--- src/rtl/dma_arb_pkg.sv ---
package dma_arb_pkg;
  typedef enum logic [1:0] {
    ARB_IDLE = 2'd0,
    ARB_HOLD = 2'd1,
    ARB_XFER = 2'd2
  } arb_state_e;
endpackage

--- src/rtl/dma_req_front.sv ---
// Request conditioning: polarity, mask register, software request bits.
module dma_req_front #(
  parameter int NCH = 4
) (
  input  logic           clk,
  input  logic           rst_n,
  input  logic [NCH-1:0] dreq_i,
  input  logic           req_low_i,
  input  logic           mask_wr_i,
  input  logic [NCH-1:0] mask_wdata_i,
  input  logic [NCH-1:0] sw_set_i,
  input  logic [NCH-1:0] sw_clr_i,
  output logic [NCH-1:0] pend_o,
  output logic [NCH-1:0] sw_o
);
  logic [NCH-1:0] mask_q, mask_d;
  logic [NCH-1:0] sw_q, sw_d;
  logic [NCH-1:0] hw_req;

  always_comb begin
    mask_d = mask_q;
    if (mask_wr_i) mask_d = mask_wdata_i;
  end

  // a set in the same cycle as a clear wins
  always_comb sw_d = (sw_q & ~sw_clr_i) | sw_set_i;

  always_ff @(posedge clk or negedge rst_n) begin
    if (!rst_n) begin
      mask_q <= '1;
      sw_q   <= '0;
    end else begin
      mask_q <= mask_d;
      sw_q   <= sw_d;
    end
  end

  always_comb begin
    hw_req = dreq_i ^ {NCH{req_low_i}};
    pend_o = (hw_req & ~mask_q) | sw_q;
  end

  assign sw_o = sw_q;
endmodule

--- src/rtl/dma_prio_pick.sv ---
// Combinational circular search starting at start_i.
module dma_prio_pick #(
  parameter int NCH  = 4,
  parameter int IDXW = $clog2(NCH)
) (
  input  logic [NCH-1:0]  req_i,
  input  logic [IDXW-1:0] start_i,
  output logic            any_o,
  output logic [IDXW-1:0] win_o
);
  always_comb begin
    int c;
    any_o = 1'b0;
    win_o = '0;
    for (int i = 0; i < NCH; i++) begin
      c = int'(start_i) + i;
      if (c >= NCH) c = c - NCH;
      if (!any_o && req_i[c]) begin
        any_o = 1'b1;
        win_o = IDXW'(c);
      end
    end
  end
endmodule

--- src/rtl/dma_hold_fsm.sv ---
// Hold/acknowledge handshake, winner latch and rotation pointer.
module dma_hold_fsm
  import dma_arb_pkg::*;
#(
  parameter int NCH  = 4,
  parameter int IDXW = $clog2(NCH)
) (
  input  logic            clk,
  input  logic            rst_n,
  input  logic            pend_any_i,
  input  logic [IDXW-1:0] pick_i,
  input  logic            hlda_i,
  input  logic            done_i,
  input  logic            tc_i,
  input  logic            rotate_i,
  output logic [IDXW-1:0] start_o,
  output logic [IDXW-1:0] win_o,
  output logic            hrq_o,
  output logic            xfer_o,
  output logic [NCH-1:0]  sw_clr_o
);
  localparam logic [IDXW-1:0] LAST_CH = IDXW'(NCH - 1);

  arb_state_e      state_q, state_d;
  logic [IDXW-1:0] win_q, win_d;
  logic [IDXW-1:0] last_q, last_d;
  logic            win_en, last_en;

  always_comb begin
    state_d = state_q;
    win_en  = 1'b0;
    last_en = 1'b0;
    case (state_q)
      ARB_IDLE: if (pend_any_i) state_d = ARB_HOLD;
      ARB_HOLD: begin
        if (!pend_any_i) state_d = ARB_IDLE;
        else if (hlda_i) begin
          state_d = ARB_XFER;
          win_en  = 1'b1;
        end
      end
      ARB_XFER: if (done_i) begin
        state_d = ARB_IDLE;
        last_en = 1'b1;
      end
      default: state_d = ARB_IDLE;
    endcase
    win_d  = win_en  ? pick_i : win_q;
    last_d = last_en ? win_q  : last_q;
  end

  always_ff @(posedge clk or negedge rst_n) begin
    if (!rst_n) begin
      state_q <= ARB_IDLE;
      win_q   <= '0;
      last_q  <= LAST_CH;
    end else begin
      state_q <= state_d;
      win_q   <= win_d;
      last_q  <= last_d;
    end
  end

  always_comb begin
    if (!rotate_i)             start_o = '0;
    else if (last_q == LAST_CH) start_o = '0;
    else                       start_o = last_q + 1'b1;
  end

  assign hrq_o  = (state_q != ARB_IDLE);
  assign xfer_o = (state_q == ARB_XFER);
  assign win_o  = win_q;

  always_comb begin
    sw_clr_o = '0;
    if (xfer_o && done_i && tc_i) sw_clr_o = {{(NCH-1){1'b0}}, 1'b1} << win_q;
  end
endmodule

--- src/rtl/dma_req_arbiter.sv ---
module dma_req_arbiter #(
  parameter int NCH  = 4,
  parameter int IDXW = $clog2(NCH)
) (
  input  logic            clk,
  input  logic            rst_n,
  input  logic [NCH-1:0]  dreq_i,
  input  logic            cfg_wr_i,
  input  logic            cfg_req_low_i,
  input  logic            cfg_ack_high_i,
  input  logic            cfg_rotate_i,
  input  logic            mask_wr_i,
  input  logic [NCH-1:0]  mask_wdata_i,
  input  logic [NCH-1:0]  swreq_set_i,
  input  logic            hlda_i,
  input  logic            done_i,
  input  logic            tc_i,
  output logic            hrq_o,
  output logic [NCH-1:0]  dack_o,
  output logic            active_o,
  output logic [IDXW-1:0] active_ch_o
);
  logic            req_low_q, ack_high_q, rotate_q;
  logic            req_low_d, ack_high_d, rotate_d;
  logic [NCH-1:0]  pend, sw_q, sw_clr;
  logic            pick_any;
  logic [IDXW-1:0] pick_win, start, win;
  logic            xfer;

  always_comb begin
    req_low_d  = req_low_q;
    ack_high_d = ack_high_q;
    rotate_d   = rotate_q;
    if (cfg_wr_i) begin
      req_low_d  = cfg_req_low_i;
      ack_high_d = cfg_ack_high_i;
      rotate_d   = cfg_rotate_i;
    end
  end

  always_ff @(posedge clk or negedge rst_n) begin
    if (!rst_n) begin
      req_low_q  <= 1'b0;
      ack_high_q <= 1'b0;
      rotate_q   <= 1'b0;
    end else begin
      req_low_q  <= req_low_d;
      ack_high_q <= ack_high_d;
      rotate_q   <= rotate_d;
    end
  end

  dma_req_front #(.NCH(NCH)) front_i (
    .clk          (clk),
    .rst_n        (rst_n),
    .dreq_i       (dreq_i),
    .req_low_i    (req_low_q),
    .mask_wr_i    (mask_wr_i),
    .mask_wdata_i (mask_wdata_i),
    .sw_set_i     (swreq_set_i),
    .sw_clr_i     (sw_clr),
    .pend_o       (pend),
    .sw_o         (sw_q)
  );

  dma_prio_pick #(.NCH(NCH), .IDXW(IDXW)) pick_i (
    .req_i   (pend),
    .start_i (start),
    .any_o   (pick_any),
    .win_o   (pick_win)
  );

  dma_hold_fsm #(.NCH(NCH), .IDXW(IDXW)) fsm_i (
    .clk        (clk),
    .rst_n      (rst_n),
    .pend_any_i (pick_any),
    .pick_i     (pick_win),
    .hlda_i     (hlda_i),
    .done_i     (done_i),
    .tc_i       (tc_i),
    .rotate_i   (rotate_q),
    .start_o    (start),
    .win_o      (win),
    .hrq_o      (hrq_o),
    .xfer_o     (xfer),
    .sw_clr_o   (sw_clr)
  );

  for (genvar g = 0; g < NCH; g++) begin : g_dack
    assign dack_o[g] = (xfer && (win == IDXW'(g))) ^ ~ack_high_q;
  end

  assign active_o    = xfer;
  assign active_ch_o = xfer ? win : '0;
endmodule

--- config.mk ---
export PLATFORM = sky130hd
export DESIGN_NAME = dma_req_arbiter
export DESIGN_NICKNAME = d
export VERILOG_FILES = /design/src/rtl/dma_arb_pkg.sv /design/src/rtl/dma_req_front.sv /design/src/rtl/dma_prio_pick.sv /design/src/rtl/dma_hold_fsm.sv /design/src/rtl/dma_req_arbiter.sv
export SDC_FILE = /design/constraint.sdc
export NUM_CORES = 1
export LEC_CHECK = 0
export ABC_AREA = 1
export BUFFER_PORTS_ARGS = -buffer_cell sky130_fd_sc_hd__buf_2
export CAP_MARGIN = 20
export CELL_PAD_IN_SITES_DETAIL_PLACEMENT = 1
export CELL_PAD_IN_SITES_GLOBAL_PLACEMENT = 2
export CORE_ASPECT_RATIO = 1.1
export CORE_MARGIN = 4
export CORE_UTILIZATION = 28
export CTS_CLUSTER_DIAMETER = 120
export DETAILED_ROUTE_END_ITERATION = 16
export MAX_ROUTING_LAYER = met4
export PLACE_DENSITY_LB_ADDON = 0.05
export REMOVE_ABC_BUFFERS = 1
export SYNTH_ARGS = -nofsm -noshare
export SYNTH_HDL_FRONTEND = slang
export SYNTH_SLANG_ARGS = --single-unit
--- constraint.sdc ---
create_clock -name clk -period 2.25 [get_ports clk]
set_clock_uncertainty 0.15 [all_clocks]
set_input_delay 0.3375 -clock clk [delete_from_list [all_inputs] [get_ports clk]]
set_output_delay 0.3375 -clock clk [all_outputs]
set_load 0.05 [all_outputs]
==> results of run 1 <==
-- area by class of cell --
class	count	area share (%)
clock buffers	4	3.17
flip-flops and latches	17	30.5
inverters	31	8.19
well taps	52	4.58
multi-input cells	112	42.6
repair buffers	30	10.9
-- cell usage after synthesis --
library cell / count / area [um2]
nand2_1: 46 / 173
inv_1: 28 / 105
nand3_1: 21 / 105
dfrtp_1: 11 / 275
o21ai_0: 8 / 40.0
dfstp_2: 6 / 158
nand3_2: 6 / 60.1
nor2_1: 6 / 22.5
o21bai_1: 4 / 30.0
xor2_1: 4 / 35.0
inv_2: 3 / 11.3
nand2_2: 3 / 18.8
nor3_1: 3 / 15.0
nor2_4: 2 / 22.5
a21boi_0: 1 / 7.51
a21oi_1: 1 / 5.00
ha_1: 1 / 12.5
mux2_2: 1 / 11.3
nand3_4: 1 / 17.5
nand4_1: 1 / 6.26
nor2_2: 1 / 6.26
o2111ai_1: 1 / 8.76
o21ai_2: 1 / 8.76
-- stage by stage --
step | instances | hold WS [ns] | TNS (ns)
2_1_floorplan | 160 | -0.108 | -0.518
3_3_place_gp | 241 | 0.150 | 0
3_5_place_dp | 241 | 0.139 | 0
4_1_cts | 246 | 0.124 | 0
5_1_grt | 246 | 0.128 | 0
6_report | 246 | 0.131 | 0
-- routing by layer --
metal | part of all wire (%) | global-route usage, % | up-vias
met5 | 0 | - | -
met4 | 0.98 | 4.56 | 0
met2 | 51 | 24.8 | 19
li1 | - | - | 571
met1 | 45 | 14.8 | 514
met3 | 3.1 | 1.98 | 4
-- worst max-delay path, stage by stage, from the launching register on --
cell and delay [ns]:
dfrtp_1 0.39, nor2_2 0.22, inv_1 0.13, nor2_1 0.14, xor2_1 0.14, buf_2 0.27
-- where the power goes --
part / switching (mW) / internal (mW)
Combinational: 0.447 / 0.182
Sequential: 0.0613 / 0.383
Clock: 0.102 / 0.126
Total: 0.610 / 0.690
-- sequential cells by signal, indices dropped and copies added, names as in the netlist --
register / cells
ack_high_q: 1
front_i.mask_q: 4
front_i.sw_o: 4
fsm_i.last_q: 2
fsm_i.state_q: 2
fsm_i.win_o: 2
req_low_q: 1
rotate_q: 1
-- worst max-delay path by stage --
stage                                start        endpoint  slack, ns
final                     fsm_i.state_q[0]       dack_o[2]       0.22
after global routing       fsm_i.last_q[0]  fsm_i.win_o[1]      0.008
after CTS                 fsm_i.state_q[1]       dack_o[2]       0.17
after detailed placement   fsm_i.last_q[0]  fsm_i.win_o[1]       0.23
after global placement     fsm_i.last_q[0]  fsm_i.win_o[1]       0.29
after floorplan           fsm_i.state_q[0]       dack_o[2]      -0.22
-- repair_timing --
item,in CTS,in global routing
hold buffers,1,0
endpoints found under the hold margin,11,0
endpoints found under the setup margin,0,0
-- kinds of logic after synthesis --
| kind of cell | synth area share, % |
|---|---|
| buffers and inverters | 10.1 |
| AO/OA/AOI/OAI | 8.67 |
| adder cells (fa/ha/maj) | 1.08 |
| flip-flops | 37.5 |
| AND/OR/NAND/NOR | 38.7 |
| XOR/XNOR | 3.03 |
| multiplexers | 0.975 |
==> out/results.txt, run 1 <==
result of the run - completed
htree depth - 1
WL per Instance - 12.4 um
PD cells - 915 nW/um2
source of the worst hold timing path - swreq_set_i[1]
number of hold violations in the final report - 0
cell depth of the worst min-delay path - 2
vias - 1108
number of global-route vias before repair - 1202
worst-case reg-to-reg path depth - 12
cell leakage power - 0.776 nW
largest net degree at the start of global routing - 18
Syn Std Cell Area - 1150 um2
DR pass1 iterations - 2
number of placement rows - 24
final number of max-transition violations - 0
Peak VDD IR - 0.000229 V
Worst Hold Endpoint - front_i.sw_o[1]
global-route wire length before repair - 5340 um
CP Data Arrival Time - 1.55 ns
overall routing resource usage - 13.3%
leftover overflow at the end of global routing - 0
unrepaired setup endpoints after global routing - no
width of the die - 69.2 um
Root Driver - clkbuf_8
cell area after placement - 1370 um2
final non-filler cell area - 1420 um2
clock latency reported for the late side of the worst-skew pair - 0.25 ns
area of combinational cells with multiple inputs - 606 um2
initial DRC count - 12
number of instances resized during post-cts repair - 0
number of CTS-inserted buffers - 3
final critical-path setup slack - 0.217 ns
launch instance of the worst register-to-register path - fsm_i.last_q[0]
commonest non-fill, non-tap cells in the layout - nand2_1, buf_2, inv_1, nand3_1, dfrtp_1
post-synthesis cell count - 160
crit path time final - 2.03 ns
number of maximum-capacitance constraint violations - 0
total half-perimeter wirelength after legalization and detailed placement - 2640 um
Highest Clock Rate - 492 MHz
layout filler cell count - 534
Least-Margin Pin Slew - 0.408 ns
clock sink count - 17
Worst Setup Start Kind - flip-flop
gp weighted congestion - 0.795
Clock Pin Slew Worst Setup and Hold Paths - 0.06 ns
synthesized area per cell - 7.22 um2
wirelength, routed - 3060 um
layout cells sized above 1 - 28.9%
ports placed on the boundary - 30
sequential share of the synthesized area - 37.5%
vias per cell - 4.50
worst r2r dst - fsm_i.win_o[1]
core area - 3960 um2
antenna cells - 0
Crit Path Class - flip-flop to output port
sort of element at the end of the critical path - output port
period utilisation layout - 90.3%
number of antenna-violating nets in the routed design - 0
yosys warns - 0
storage element area - 433 um2
Required @ worst endpoint - 1.76 ns
maximum fanout encountered on the critical timing path - 6
setup repair bufs after CTS - 0
post-placement worst setup slack - 0.229 ns
starting density of the core - 29.1%
overall power after layout - 1.30 mW
Die H - 75.4 um
final count of negative-setup-slack endpoints - 0
number of synthesized register bits - 17
DRC Markers - 0
type of the most critical hold path - input pin to flip-flop
most common cell after layout, fill and taps aside - nand2_1
relative slew slack - 72.8%
antenna violations before repair - 0
total number of nets in the final design - 218
die area - 5220 um2
clock tree from TritonCTS - built
CTS max path bufs - 2
post-route core utilization - 35.8%
slack of the worst reg-to-reg path - 0.23 ns
area grow syn2layout - 23.0%
number of port buffers - 29
Netlist cell types - 23
Note: power is estimated with default switching activity, not from simulation.
==> run 2: changes to the inputs <==
Settings changed: SYNTH_HIERARCHICAL set to 1.
Clock period 2.25 ns to 2.2 ns, I/O delays scaled along.
==> run 2 against run 1 <==
Compared with the run above:
- worst setup slack got worse by 0.16 ns
- utilization grew 1.6 points
- non-clock buffer count is 11 higher
- via count up 16%
- global-route usage up 0.46 points
- wire length grew 12%
- area after synthesis rose by 7.9%
- die area is 7.0% higher
- worst hold slack worse by 0.0090 ns
- critical endpoint is now fsm_i/win_o[0]
- design area rose by 13%
==> out/results.txt, run 2 <==
cell area after placement - 1450 um2 (was 1370 um2)
number of antenna-violating nets in the routed design - 0 (unchanged)
core area - 4290 um2 (was 3960 um2)
final number of max-transition violations - 0 (unchanged)
clock tree from TritonCTS - built (unchanged)
worst hold slack - 0.122 ns (was 0.131 ns)
final non-filler cell area - 1600 um2 (was 1420 um2)
crit path time final - 2.14 ns
number of maximum-capacitance constraint violations - 0 (unchanged)
wirelength, routed - 3440 um (was 3060 um)
unrepaired setup endpoints after global routing - yes (was no)
number of CTS-inserted buffers - 3 (unchanged)
PD cells - 968 nW/um2 (was 915 nW/um2)
commonest non-fill, non-tap cells in the layout - nand2_1, buf_2, inv_1, nand3_1, nand2_2 (was nand2_1, buf_2, inv_1, nand3_1, dfrtp_1)
period utilisation layout - 97.4%
Die H - 78.0 um (was 75.4 um)
critical path cell sequence - ha_2 > nor3b_2 > buf_4 > buf_4 > nand2_2 > nand2_2 > nand2_2 > nand2_2 > nor2_4 > buf_4 > nand3_2 > nand2_1 > nand2_1 > inv_1 > nand3_1 > nand2_1 (was nor2_2 > inv_1 > nor2_1 > xor2_1 > buf_2)
layout cells sized above 1 - 34.9% (was 28.9%)
slowest cell delay on critical path - 0.55 ns (was 0.39 ns)
leftover overflow at the end of global routing - 0 (unchanged)
sort of element at the end of the critical path - flip-flop (was output port)
cell type contributing the most total cell area after synthesis - dfrtp_1 (unchanged)
Crit Path Class - flip-flop to flip-flop (was flip-flop to output port)
global-route wire length before repair - 6040 um (was 5340 um)
type of the most critical hold path - input pin to flip-flop (unchanged)
number of port buffers - 29 (unchanged)
total half-perimeter wirelength after legalization and detailed placement - 2830 um (was 2640 um)
Highest Clock Rate - 467 MHz
DR pass1 iterations - 4 (was 2)
Least-Margin Pin Slew - 0.395 ns (was 0.408 ns)
post-placement worst setup slack - -0.0744 ns (was 0.229 ns)
vias - 1286 (was 1108)
area grow syn2layout - 28.6% (was 23.0%)
Clock Pin Slew Worst Setup and Hold Paths - 0.07 ns (was 0.06 ns)
largest net degree at the start of global routing - 18 (unchanged)
WL per Instance - 12.2 um (was 12.4 um)
post-synthesis cell count - 186 (was 160)
area share of the leading cell type in the synthesized netlist - 22.1% (was 23.8%)
most common cell after layout, fill and taps aside - nand2_1 (unchanged)
clock sink count - 17 (unchanged)
number of placed cells counting well taps - 269 (was 241)
width of the die - 71.6 um (was 69.2 um)
DRC Markers - 0 (unchanged)
layout filler cell count - 557 (was 534)
Synth async-reset ratio - 100% (unchanged)
clock latency reported for the late side of the worst-skew pair - 0.25 ns (about the same)
most frequent cell after synthesis - nand2_1 (unchanged)
non-filler cells, final - 283 (was 246)
overall routing resource usage - 13.8% (was 13.3%)
number of global-route vias before repair - 1358 (was 1202)
result of the run - completed (unchanged)
Syn Std Cell Area - 1250 um2 (was 1150 um2)
maximum fanout encountered on the critical timing path - 6 (unchanged)
CP Data Arrival Time - 2.18 ns (was 1.55 ns)
overall power after layout - 1.55 mW (was 1.30 mW)
final count of negative-setup-slack endpoints - 0 (unchanged)
commonest register cell after synthesis - dfrtp_1 (unchanged)
final total negative setup slack - 0 ns (unchanged)
dominant cells by area after synthesis - dfrtp_1, nand2_1, dfstp_2, inv_1, nand3_1 (unchanged)
antenna violations before repair - 0 (unchanged)
number of synthesized register bits - 17 (unchanged)
number of placement rows - 25 (was 24)
commonest cells in the netlist - nand2_1, inv_1, nand3_1 (unchanged)
synthesized area per cell - 6.70 um2 (was 7.22 um2)
cell leakage power - 0.916 nW (was 0.776 nW)
gp weighted congestion - 0.783 (was 0.795)
initial DRC count - 19 (was 12)
Worst Setup Start Kind - flip-flop (unchanged)
Netlist cell types - 23 (unchanged)
Root Driver - clkbuf_8 (unchanged)
antenna cells - 0 (unchanged)
post-route core utilization - 37.4% (was 35.8%)
total number of nets in the final design - 253 (was 218)
final critical-path setup slack - 0.0582 ns (was 0.217 ns)
starting density of the core - 29.1% (about the same)
htree depth - 1 (unchanged)
most numerous cell on the critical path - nand2_2
Peak VDD IR - 0.000285 V (was 0.000229 V)
yosys warns - 6 (was 0)
critical-path cell with the highest stage delay - dfstp_2 (was dfrtp_1)
relative slew slack - 73.7% (was 72.8%)
die area - 5580 um2 (was 5220 um2)
number of hold violations in the final report - 0 (unchanged)
Required @ worst endpoint - 2.24 ns (was 1.76 ns)
ports placed on the boundary - 30 (unchanged)
EDFF count, synth - 0 (unchanged)
CTS max path bufs - 2 (unchanged)
sequential share of the synthesized area - 34.7% (was 37.5%)
vias per cell - 4.54 (was 4.50)
run 2: cell types whose count changed after synthesis, moves of 3 or more:
cell / delta
nand3_1: -3
nand2_1: +21
xor2_1: -4
nand3_2: -3
nand2_4: +3
nand2_2: +8
run 2: cell families after synthesis:
logic type	Yosys count	share of synthesized area (%)
compound gates	15	6.83
fa+ha+maj	1	1.00
buf+inv	35	11.8
flops	17	34.7
simple gates	118	45.6
run 2: per-layer routing:
metal | global-route usage, % | vias up | wire length, um
met5 | - | - | 0
met4 | 3.95 | 0 | 31
met3 | 2.59 | 4 | 160
met2 | 24.0 | 22 | 1770
met1 | 16.0 | 602 | 1480
li1 | - | 658 | -
run 2: worst paths after layout:
check                                 from         endpoint  slack [ns]  cells after the start
max reg2reg                fsm_i/last_q[0]   fsm_i/win_o[0]        0.06                     16
min                         swreq_set_i[2]  front_i/sw_o[2]        0.12                      2
min reg2reg                fsm_i/last_q[1]  fsm_i/last_q[1]        0.33                      2
max in group asynchronous            rst_n  fsm_i/last_q[1]        1.20                      2
max                        fsm_i/last_q[0]   fsm_i/win_o[0]        0.06                     16
min in group asynchronous            rst_n       ack_high_q        0.38                      2
run 2: timing repair:
action,4_1_cts,5_1_grt
setup buffers,6,3
setup endpoints to repair,3,8
endpoints found under the hold margin,11,0
gates resized for setup,1,10
pin swaps,0,5
hold buffers,1,0
run 2: critical path: cells and delay by family, from the launching register on:
family	cells	cell delay, ns
and+or+nand+nor	11	0.72
DFF	1	0.55
adders and majority gates	1	0.17
buffers and inverters	4	0.47
run 2: cell type report:
class                      instances  area (um2)  area share (%)
clock buffer                       4        45.0            2.81
inverter                          33         130            8.12
multi-input combinational        134         686            42.8
sequential                        17         433            27.0
tap                               54        67.6            4.22
timing repair buffer              41         241            15.1
run 2: power breakdown:
part / switching, mW / total (mW) / internal [mW]
clock network: 0.107 / 0.235 / 0.128
registers: 0.0789 / 0.468 / 0.389
logic: 0.554 / 0.849 / 0.295
total: 0.740 / 1.55 / 0.813
==> run 3: changes to the inputs <==
Settings changed: CORE_UTILIZATION 28 to 30, PLACE_DENSITY_LB_ADDON 0.05 to 0.1.
Clock period 2.2 ns to 2.6 ns, I/O delays scaled along.
==> run 3 against run 2 <==
Compared with the run above:
- wire length decreased by 5.5%
- first-iteration DRC count increased by 79%
- worst hold slack improved by 0.057 ns
- design area decreased by 6.6%
- largest cell class unchanged
- largest power group unchanged
- highest routed layer unchanged
==> out/results.txt, run 3 (synthesis results as in run 2) <==
leftover overflow at the end of global routing - 0 (unchanged)
antenna cells - 0 (unchanged)
die area - 5250 um2 (was 5580 um2)
unrepaired setup endpoints after global routing - no (was yes)
vias - 1253 (was 1286)
Die H - 75.6 um (was 78.0 um)
number of instances resized during post-cts repair - 0 (was 1)
Clock Pin Slew Worst Setup and Hold Paths - 0.08 ns (was 0.07 ns)
WL per Instance - 12.0 um (was 12.2 um)
clock latency reported for the late side of the worst-skew pair - 0.26 ns (was 0.25 ns)
DRC Markers - 0 (unchanged)
number of CTS-inserted buffers - 3 (unchanged)
Root Driver - clkbuf_8 (unchanged)
GR Util met2 - 25.6% (was 24.0%)
gp weighted congestion - 0.886 (was 0.783)
Least-Margin Pin Slew - 0.425 ns (was 0.395 ns)
final count of negative-setup-slack endpoints - 0 (unchanged)
DR pass1 iterations - 4 (unchanged)
Worst Setup Start Kind - flip-flop (unchanged)
clock sink count - 17 (unchanged)
final number of max-transition violations - 0 (unchanged)
most congested layer reported by global routing - met2 (unchanged)
cell leakage power - 0.870 nW (was 0.916 nW)
final non-filler cell area - 1500 um2 (was 1600 um2)
overall routing resource usage - 14.3% (was 13.8%)
antenna violations before repair - 0 (unchanged)
width of the die - 69.5 um (was 71.6 um)
number of placement rows - 24 (was 25)
initial DRC count - 34 (was 19)
ports placed on the boundary - 30 (unchanged)
Peak VDD IR - 0.000220 V (was 0.000285 V)
wirelength, routed - 3250 um (was 3440 um)
number of global-route vias before repair - 1305 (was 1358)
number of hold violations in the final report - 0 (unchanged)
final total negative setup slack - 0 ns (unchanged)
total number of nets in the final design - 243 (was 253)
core area - 3990 um2 (was 4290 um2)
PD cells - 811 nW/um2 (was 968 nW/um2)
starting density of the core - 31.2% (was 29.1%)
period utilisation layout - 86.0% (was 97.4%)
Crit Path Class - flip-flop to flip-flop (unchanged)
global-route met3 utilization - 2.51% (was 2.59%)
most common cell after layout, fill and taps aside - nand2_1 (unchanged)
Required @ worst endpoint - 2.59 ns (was 2.24 ns)
type of the most critical hold path - input pin to flip-flop (unchanged)
area grow syn2layout - 20.2% (was 28.6%)
setup repair bufs after CTS - 0 (was 6)
layout cells sized above 1 - 29.7% (was 34.9%)
largest net degree at the start of global routing - 18 (unchanged)
vias per cell - 4.62 (was 4.54)
total half-perimeter wirelength after legalization and detailed placement - 2760 um (was 2830 um)
CTS max path bufs - 2 (unchanged)
number of maximum-capacitance constraint violations - 0 (unchanged)
CP Data Arrival Time - 2.23 ns (was 2.18 ns)
sort of element at the end of the critical path - flip-flop (unchanged)
htree depth - 1 (unchanged)
maximum fanout encountered on the critical timing path - 11 (was 6)
relative slew slack - 71.6% (was 73.7%)
result of the run - completed (unchanged)
number of port buffers - 29 (unchanged)
global-route wire length before repair - 5840 um (was 6040 um)
number of antenna-violating nets in the routed design - 0 (unchanged)
Highest Clock Rate - 447 MHz (was 467 MHz)
met1 track demand over resource in global routing - 16.6% (was 16.0%)
cell area after placement - 1440 um2 (was 1450 um2)
crit path time final - 2.24 ns (was 2.14 ns)
clock tree from TritonCTS - built (unchanged)
commonest non-fill, non-tap cells in the layout - nand2_1, buf_2, inv_1, nand3_1 (was nand2_1, buf_2, inv_1, nand3_1, nand2_2)
-- run 3: path summary, 6_finish.rpt --
check / from / endpoint / slack [ns] / cells past startpoint
hold / removal: swreq_set_i[2] / front_i/sw_o[2] / 0.18 / 2
max in group asynchronous: rst_n / fsm_i/last_q[1] / 1.52 / 2
setup / recovery: fsm_i/last_q[0] / fsm_i/win_o[0] / 0.36 / 13
min in group asynchronous: rst_n / ack_high_q / 0.45 / 2
setup reg to reg: fsm_i/last_q[0] / fsm_i/win_o[0] / 0.36 / 13
hold reg to reg: fsm_i/last_q[1] / fsm_i/last_q[1] / 0.32 / 2
-- run 3: routing by layer --
| layer | share of wire, % | vias to the layer above |
|---|---|---|
| li1 | - | 641 |
| met1 | 45 | 585 |
| met2 | 50 | 21 |
| met3 | 3.8 | 6 |
| met4 | 1.3 | 0 |
| met5 | 0 | - |
-- run 3: what timing repair did --
action | in CTS | in global routing
setup endpoints to repair | 0 | 0
hold buffers | 1 | 0
hold endpoints to repair | 11 | 0
-- run 3: report_power, final --
part | switching, mW | internal, mW | leakage (nW)
clock | 0.0980 | 0.106 | 0.0255
sequential | 0.0670 | 0.329 | 0.185
combinational | 0.431 | 0.183 | 0.659
-- run 3: through the flow --
stage	hold WS, ns	power [mW]	instances	setup WS (ns)	utilization (%)
2_1_floorplan	-0.0556	0.866	184	-0.198	-
3_3_place_gp	0.187	1.00	266	0.439	36.1
3_5_place_dp	0.200	1.02	266	0.376	36.1
4_1_cts	0.172	1.23	271	0.344	37.5
5_1_grt	0.174	1.33	271	0.105	37.5
6_report	0.179	1.22	271	0.365	37.5
-- run 3: final cells by class --
class                   count  area, um2
well taps                  52       65.1
multi-input cells         134        666
clock inverters             1       5.00
repair buffers             31        163
flip-flops and latches     17        433
clock buffers               3       41.3
inverters                  33        125
fillers                   543       2500
-- run 3: critical path, cell delays in order (launching register included) --
cell and delay (ns):
dfstp_2 0.38, ha_1 0.18, nor3b_1 0.20, buf_4 0.23, inv_2 0.10, nand2_4 0.08, nand2_4 0.06, o21ai_1 0.19
nand3b_1 0.18, nand2_1 0.06, inv_1 0.08, nand2_1 0.09, nand2_1 0.08, nand2_1 0.05
